===== src/rtl/rrc_arb_pkg.sv =====
package rrc_arb_pkg;

   // Choice of lowest-set-bit isolation structure
   typedef enum logic [0:0] {
      ISO_CARRY  = 1'b0,   // two's-complement x & -x, carry-chain friendly
      ISO_RIPPLE = 1'b1    // explicit "already seen" chain
   } iso_impl_e;

   function automatic int idx_width(input int n);
      return (n > 1) ? $clog2(n) : 1;
   endfunction

endpackage


===== src/rtl/rrc_lsb_isolate.sv =====
module rrc_lsb_isolate
   import rrc_arb_pkg::*;
#(
   parameter int        WIDTH = 8,
   parameter iso_impl_e IMPL  = ISO_CARRY
) (
   input  logic [WIDTH-1:0] vec_in,
   output logic [WIDTH-1:0] lsb_out
);

   generate
      if (IMPL == ISO_CARRY) begin : g_carry
         // Negation via invert-plus-one keeps only the lowest set bit after AND
         assign lsb_out = vec_in & (~vec_in + WIDTH'(1));
      end else begin : g_ripple
         always_comb begin
            logic seen;
            seen    = 1'b0;
            lsb_out = '0;
            for (int i = 0; i < WIDTH; i++) begin
               lsb_out[i] = vec_in[i] & ~seen;
               seen       = seen | vec_in[i];
            end
         end
      end
   endgenerate

endmodule


===== src/rtl/rrc_thermo_mask.sv =====
module rrc_thermo_mask #(
   parameter int WIDTH = 8
) (
   input  logic [WIDTH-1:0] last_onehot,
   output logic [WIDTH-1:0] above_mask
);

   logic [WIDTH-1:0] thermo;

   // One-hot to thermometer: winner bit and everything beneath it set.
   // With no winner recorded the thermometer is all ones, so no bit survives.
   assign thermo     = (last_onehot - WIDTH'(1)) | last_onehot;
   assign above_mask = ~thermo;

endmodule


===== src/rtl/rrc_onehot_index.sv =====
module rrc_onehot_index #(
   parameter int WIDTH = 8,
   parameter int IW    = 3
) (
   input  logic [WIDTH-1:0] onehot,
   output logic [IW-1:0]    index
);

   always_comb begin
      index = '0;
      for (int i = 0; i < WIDTH; i++) begin
         if (onehot[i]) index = index | IW'(i);
      end
   end

endmodule


===== src/rtl/rrc_arbiter.sv =====
module rrc_arbiter
   import rrc_arb_pkg::*;
#(
   parameter int        N_REQ    = 27,
   parameter iso_impl_e ISO_IMPL = ISO_CARRY,
   localparam int       IDX_W    = idx_width(N_REQ)
) (
   input  logic             clk,
   input  logic             rst,
   input  logic [N_REQ-1:0] req,
   output logic [N_REQ-1:0] gnt,
   output logic             gnt_valid,
   output logic [IDX_W-1:0] gnt_idx
);

   generate
      if (N_REQ < 2) begin : g_bad_width
         $error("rrc_arbiter: N_REQ must be at least 2");
      end
      if ((1 << IDX_W) < N_REQ) begin : g_bad_idx
         $error("rrc_arbiter: index width too narrow");
      end
   endgenerate

   logic [N_REQ-1:0] last_q;
   logic [N_REQ-1:0] above;
   logic [N_REQ-1:0] req_above;
   logic [N_REQ-1:0] pick_above;
   logic [N_REQ-1:0] pick_fixed;

   rrc_thermo_mask #(.WIDTH(N_REQ)) u_mask (
      .last_onehot (last_q),
      .above_mask  (above)
   );

   assign req_above = req & above;

   rrc_lsb_isolate #(.WIDTH(N_REQ), .IMPL(ISO_IMPL)) u_iso_above (
      .vec_in  (req_above),
      .lsb_out (pick_above)
   );

   rrc_lsb_isolate #(.WIDTH(N_REQ), .IMPL(ISO_IMPL)) u_iso_fixed (
      .vec_in  (req),
      .lsb_out (pick_fixed)
   );

   // Wrap to fixed priority when nothing above the last winner asks
   assign gnt       = (|pick_above) ? pick_above : pick_fixed;
   assign gnt_valid = |gnt;

   rrc_onehot_index #(.WIDTH(N_REQ), .IW(IDX_W)) u_idx (
      .onehot (gnt),
      .index  (gnt_idx)
   );

   always_ff @(posedge clk) begin
      if (rst) begin
         last_q <= '0;
      end else if (gnt_valid) begin
         last_q <= gnt;
      end
   end

endmodule


===== config.mk =====
export PLATFORM = sky130hd
export DESIGN_NAME = rrc_arbiter
export DESIGN_NICKNAME = d
export VERILOG_FILES = /design/src/rtl/rrc_arb_pkg.sv /design/src/rtl/rrc_lsb_isolate.sv /design/src/rtl/rrc_thermo_mask.sv /design/src/rtl/rrc_onehot_index.sv /design/src/rtl/rrc_arbiter.sv
export SDC_FILE = /design/constraint.sdc
export NUM_CORES = 1
export LEC_CHECK = 0
export BUFFER_PORTS_ARGS = -buffer_cell sky130_fd_sc_hd__buf_4
export CAP_MARGIN = 20
export CORE_AREA = 2 2 82 84
export CTS_CLUSTER_SIZE = 30
export DETAILED_ROUTE_END_ITERATION = 7
export DIE_AREA = 0 0 84 86
export GPL_ROUTABILITY_DRIVEN = 1
export PLACE_DENSITY = 0.67
export SYNTH_ARGS = -nofsm -noshare
export SYNTH_HDL_FRONTEND = slang
export SYNTH_SLANG_ARGS = --single-unit

===== constraint.sdc =====
create_clock -name clk -period 5 [get_ports clk]
set_input_delay 1 -clock clk [delete_from_list [all_inputs] [get_ports clk]]
set_output_delay 1 -clock clk [all_outputs]
set_load 0.05 [all_outputs]

### Yosys cells after proc, flatten, opt, wreduce, memory -nomap -nowiden

Index checks and enable logic that the tools add are counted.

| word-level totals | value |
|---|---|
| flip-flop bits (word level) | 27 |
| input bits | 29 |
| output and inout port bits | 33 |
| word-level logic and storage cells | 43 |

| operators by class | value |
|---|---|
| bitwise gates (word level) | 7 |
| multiplexer cells | 29 |
| reductions and logical operators | 3 |
| add/sub/neg operators | 3 |

Operator list:

| cell | number |
|---|---|
| $and A27 B27 Y27 | 3 |
| $mux W27 | 3 |
| $not A27 Y27 | 3 |
| $mux W5 | 11 |
| $add A27 B1 Y27 const B | 2 |
| $reduce_or A27 Y1 | 2 |
| $mux W4 | 8 |
| $or A27 B27 Y27 | 1 |
| $sub A27 B1 Y27 const B | 1 |
| $mux W3 | 4 |
| $mux W2 | 2 |
| $reduce_bool A2 Y1 | 1 |
| $mux W1 | 1 |

### Longest topological paths before layout

| depth | value |
|---|---|
| word-level depth | 35 |
| depth in mapped cells | 15 |
| mapped depth without buffers | 9 |

### By module

A second synthesis with hierarchy kept.

| unflattened totals | value |
|---|---|
| cell total of the unflattened synthesis | 421 |
| area total of the unflattened synthesis | 3214.3 um2 |

By module, submodules not included:

| module | cells each | area each (um2) | times used |
|---|---|---|---|
| rrc_arbiter | 243 | 2059.5 | 1 |
| rrc_lsb_isolate | 50 | 362.8 | 2 |
| rrc_thermo_mask | 59 | 312.8 | 1 |
| rrc_onehot_index | 19 | 116.4 | 1 |

### Worst setup path after synthesis

OpenSTA, ideal clock, no wires.

| path | value |
|---|---|
| path kind | in2out |
| from | input req[12] |
| to | output gnt_idx[1] |
| stages | 10 |
| data required time | 4.000 ns |
| arrival time | 4.332 ns |
| path slack | -0.332 ns |
| cells stage by stage | nor2b_1 nand2b_1 a222oi_1 and3b_2 nand3_4 buf_2 o21ai_0 nor3_1 nand4_1 or4_1 |

| between the ends | value |
|---|---|
| elaborated cells between the ends (all ways) | 34 |
| classes of those cells | 2 x add/sub; 26 x mux; 5 x bitwise; 1 x reduce/logical |

RTL lines:

| item | RTL line | RTL |
|---|---|---|
| start, declared | rrc_arbiter.sv:10 | `input logic [N_REQ-1:0] req,` |
| $and A27 B27 Y27 * | rrc_arbiter.sv:36 | `assign req_above = req & above;` |
| $not A27 Y27 | rrc_lsb_isolate.sv:14 | `assign lsb_out = vec_in & (~vec_in + WIDTH'(1));` |
| $add A27 B1 Y27 | rrc_lsb_isolate.sv:14 |  |
| $and A27 B27 Y27 * | rrc_lsb_isolate.sv:14 |  |
| $reduce_or A27 Y1 * | rrc_arbiter.sv:49 | `assign gnt = (\|pick_above) ? pick_above : pick_fixed;` |
| $mux W27 * | rrc_arbiter.sv:49 |  |
| via gnt[11] | rrc_arbiter.sv:11 | `output logic [N_REQ-1:0] gnt,` |
| $mux W4 * (5 in series) | rrc_onehot_index.sv:12 | `if (onehot[i]) index = index \| IW'(i);` |
| $mux W5 * (11 in series) | rrc_onehot_index.sv:12 |  |
| end, declared | rrc_arbiter.sv:13 | `output logic [IDX_W-1:0] gnt_idx` |

Mark *: on every way through the listed nets, which the timed path passes. The rest lies on a longest branch.

### Final worst setup path

| path | value |
|---|---|
| from | register last_q[5] |
| to | output gnt_idx[1] |

| between the ends | value |
|---|---|
| cells in the longest elaborated chain, start to end | 34 |

Ends and longest elaborated chain:

| item | RTL line | RTL |
|---|---|---|
| start, declared | rrc_arbiter.sv:25 | `logic [N_REQ-1:0] last_q;` |
| start signal, assigned | rrc_arbiter.sv:61 | `last_q <= gnt;` |
| $sub A27 B1 Y27 | rrc_thermo_mask.sv:12 | `assign thermo = (last_onehot - WIDTH'(1)) \| last_onehot;` |
| $or A27 B27 Y27 * | rrc_thermo_mask.sv:12 |  |
| $not A27 Y27 * | rrc_thermo_mask.sv:13 | `assign above_mask = ~thermo;` |
| $and A27 B27 Y27 * | rrc_arbiter.sv:36 |  |
| $not A27 Y27 | rrc_lsb_isolate.sv:14 |  |
| $add A27 B1 Y27 | rrc_lsb_isolate.sv:14 |  |
| $and A27 B27 Y27 * | rrc_lsb_isolate.sv:14 |  |
| $reduce_or A27 Y1 | rrc_arbiter.sv:49 |  |
| $mux W27 * | rrc_arbiter.sv:49 |  |
| $mux W2 (2 in series) | rrc_onehot_index.sv:12 |  |
| $mux W3 (4 in series) | rrc_onehot_index.sv:12 |  |
| $mux W4 (8 in series) | rrc_onehot_index.sv:12 |  |
| $mux W5 (10 in series) | rrc_onehot_index.sv:12 |  |
| $mux W5 * | rrc_onehot_index.sv:12 |  |

Every way passes the cells marked *; elsewhere a longest branch is shown, timed or not.

==> summary.md <==
| Metric | Value |
|---|---|
| Footprint of the multi-input gates | slightly above 2000 um2 |
| Kind of start point of the critical path | flop |
| Commonest non-fill, non-tap cells in the layout | 90 x sky130_fd_sc_hd__buf_4, 32 x sky130_fd_sc_hd__inv_1, 32 x sky130_fd_sc_hd__nor2_1, 32 x sky130_fd_sc_hd__nand2_1 |
| Number of flip-flops in the largest register | 27 |
| Setup Viol. Count Final | 0 |
| Grt total ovfl | 0 |
| CTS Root Buffer Type | sky130_fd_sc_hd__clkbuf_8 |
| Starting Density | 44.7% |
| Instance area at placement | 3470 um2 |
| Number of global-route vias before repair | 3,146 |
| Fraction of final layout cells with drive strength greater than 1 | a little over a quarter |
| Reg area | 541 um2 |
| Net Count, Synth | approximately 420 |
| Floorplan die height | 86 um |
| Count of yosys warnings during synthesis | 0 |
| FILL cells | 636 |
| Delay of the slowest cell on the worst path | 0.51 ns |
| Number of distinct standard cells referenced by the synthesized netlist | 73 |
| Largest register by flop count | last_q |
| Number of rows in the core area | 29 |
| DR vias | 3,537 |
| Area of the core region | 6280 um2 |
| Number of sinks driven by the clock tree | 27 |
| DRC viols | 0 |
| Total Die Area | around 7200 um2 |
| Clock slew at the register clock pins of the worst setup and hold paths | about 0.10 ns |
| Cell repeated most along the worst path | sky130_fd_sc_hd__buf_4 |
| Top-level I/O count | 62 |
| Largest registers ranked by flip-flop count | last_q x27 |
| Worst clock skew | 0.0120 ns |
| Pin count of the biggest net entering global routing | 21 |
| Final HPWL from detailed placement | 8.26 mm |
| Gate Count Post-Synth | 387 |
| Largest fanout of any net on the critical path | 9 |
| Clock H-tree levels | 1 |
| CP Class | reg -> out |
| Sequential area share after synthesis | 19.3% |
| Number of synthesized flops with an enable pin | 0 |
| CTS tree | yes |
| Rel. slew slack | 43.8% |
| Count of inserted antenna diode cells | 0 |
| Data required time of the worst path | 4.00 ns |
| Pre-antenna DRT Iters | 5 |
| Area of all placed cells without fillers | ~3600 um2 |
| Most common cell after layout, fill and taps aside | sky130_fd_sc_hd__buf_4 |
| Number of synthesized register bits | 27 |
| Hold Crit Class | reg -> reg |
| Run status | finished, final reports clean |
| GRT Util Overall | around 29% |
| First-pass GRT wire length | 16.5 mm |
| Count of buffering cells on the critical path with inverters included | 4 |
| RD Place Congestion | 0.952 |
| Final worst path period share | 96.5% |
| Hold-fix buffers, CTS | 0 |
| Slew Limit Fails | 0 |
| Library cell contributing the largest single delay on the critical path | sky130_fd_sc_hd__or3b_2 |
| Initial detailed-routing violation count | 425 |
| Antenna violations before repair | 0 |
| Critical path capture point type | primary output |
| Number of nets in the layout | 496 |
| TritonCTS buffer count | 3 |
| Insertion delay of the later-clocked pin in the worst-skew pair | 0.29 ns |
| Crit-path cells | nor3_1, buf_4, and4_2, buf_4, a31oi_1, nor2_1, buf_4, nand3_2, nor3_1, a31oi_1, or3b_2, or4_1, buf_4 |
| Highest Clock Rate | 0.207 GHz |
| Synthesized area | 2810 um2 |
| Slew @ Worst Pin | 0.821 ns |
| Primary FF master, synth | sky130_fd_sc_hd__dfxtp_1 |
| Number of max-cap violations | 0 |
| Die X | 84 um |
| Minimum clock period after layout | 4.83 ns |
| Post-Route WL | approximately 11 mm |
| Average instance area after synthesis | 7.25 um2 |
| Kind of cell with the highest combined delay on the critical path | simple AND/OR/NAND/NOR gates |
| Final hold violation count | 0 |
| Max Buffers Root-to-Sink | 2 |
| Final routed wire length divided by cell count | 19.7 um |
| Post-synth ARST share | 0% |
| Antenna-violating nets left | 0 |
| Worst EP arrival | 3.83 ns |
| Drt via density | 6.51 |
| Growth of design area from synthesis to finish | 26.6% |
| PortBufs | 61 |
-- Yosys cell counts (3+ instances only) --
master	number	area share, %
sky130_fd_sc_hd__buf_6	4	1.6
sky130_fd_sc_hd__buf_2	4	0.71
sky130_fd_sc_hd__o311a_1	3	1.1
sky130_fd_sc_hd__and4b_1	3	1.1
sky130_fd_sc_hd__nor2b_1	8	1.8
sky130_fd_sc_hd__a311oi_1	4	1.2
sky130_fd_sc_hd__a21o_1	3	0.80
sky130_fd_sc_hd__clkbuf_1	6	0.80
sky130_fd_sc_hd__nand2b_1	15	3.3
sky130_fd_sc_hd__and4_1	3	0.94
sky130_fd_sc_hd__and3_1	5	1.1
sky130_fd_sc_hd__o21ai_0	9	1.6
sky130_fd_sc_hd__nor4_1	4	0.89
sky130_fd_sc_hd__o41ai_1	3	0.94
sky130_fd_sc_hd__nand3_1	9	1.6
sky130_fd_sc_hd__a31oi_1	6	1.3
sky130_fd_sc_hd__a211oi_1	3	0.80
sky130_fd_sc_hd__inv_1	32	4.3
sky130_fd_sc_hd__or2_2	3	0.67
sky130_fd_sc_hd__o2bb2ai_1	4	1.2
sky130_fd_sc_hd__o21a_1	3	0.80
sky130_fd_sc_hd__dfxtp_1	27	19
sky130_fd_sc_hd__or3_1	4	0.89
sky130_fd_sc_hd__a311o_1	3	1.1
sky130_fd_sc_hd__a32o_1	3	1.1
sky130_fd_sc_hd__a31o_2	3	0.94
sky130_fd_sc_hd__nand4_1	22	4.9
sky130_fd_sc_hd__nor3_1	28	5.0
sky130_fd_sc_hd__o211ai_1	5	1.3
sky130_fd_sc_hd__a21oi_1	28	5.0
sky130_fd_sc_hd__nand2_1	32	4.3
sky130_fd_sc_hd__or4_1	10	2.7
sky130_fd_sc_hd__a22o_1	3	0.94
sky130_fd_sc_hd__a32oi_1	3	0.94
sky130_fd_sc_hd__nor2_1	33	4.4
-- cells by family (layout without fill, tap and decap cells) --
group | Yosys count | in the layout | synth area share [%]
compound gates | 111 | 111 | 30.2
flops | 27 | 27 | 19.3
mux | 1 | 1 | 0.357
simple gates | 200 | 200 | 42.4
buf+inv | 48 | 127 | 7.80
-- tightest hold or removal path, cell delays in order (launching register included) --
cell	delay (ns)
sky130_fd_sc_hd__dfxtp_1	0.34
sky130_fd_sc_hd__nand2_1	0.05
sky130_fd_sc_hd__o21ai_0	0.06
-- stage by stage --
step | setup WS (ns) | utilization (%) | hold slack [ns] | std cells | setup TNS, ns
6_report | 0.173 | 56.6 | 0.485 | 543 | 0
3_5_place_dp | 0.323 | 55.2 | 0.473 | 536 | 0
5_1_grt | -0.0229 | 56.6 | 0.526 | 543 | -0.0374
4_1_cts | 0.00202 | 55.9 | 0.489 | 540 | 0
2_1_floorplan | 0.0322 | - | 0.444 | 387 | 0
3_3_place_gp | 0.345 | 55.2 | 0.472 | 536 | 0
-- metal layers --
layer / GRT usage, % / part of all wire [%] / wire length (um)
met1: 40.0 / 45 / 4830
met3: 3.46 / 7.8 / 837
met2: 47.6 / 45 / 4840
met5: 0 / 0 / 0
met4: 6.60 / 1.5 / 165
-- worst paths after layout --
check / from / end / slack, ns / cells past startpoint
worst max-delay path: last_q[5] / gnt_idx[1] / 0.17 / 13
worst min-delay path: last_q[7] / last_q[7] / 0.48 / 2
worst max register to register: last_q[0] / last_q[2] / 1.19 / 11
worst min register to register: last_q[7] / last_q[7] / 0.48 / 2
-- repair_timing --
| item | 4_1_cts | 5_1_grt |
|---|---|---|
| resized for setup | 0 | 4 |
| setup buffers | 0 | 3 |
| endpoints found under the setup margin | 0 | 8 |
-- cell type report --
cell class,instances,share of cell area [%]
Sequential cell,27,15.2
Inverter,33,3.49
Timing Repair Buffer,90,19.0
Multi-Input combinational cell,312,58.3
Tap cell,77,2.71
Clock buffer,4,1.27
Power is not shown: default switching activity piles up to over one toggle a cycle in this logic, so the estimate is an artifact.
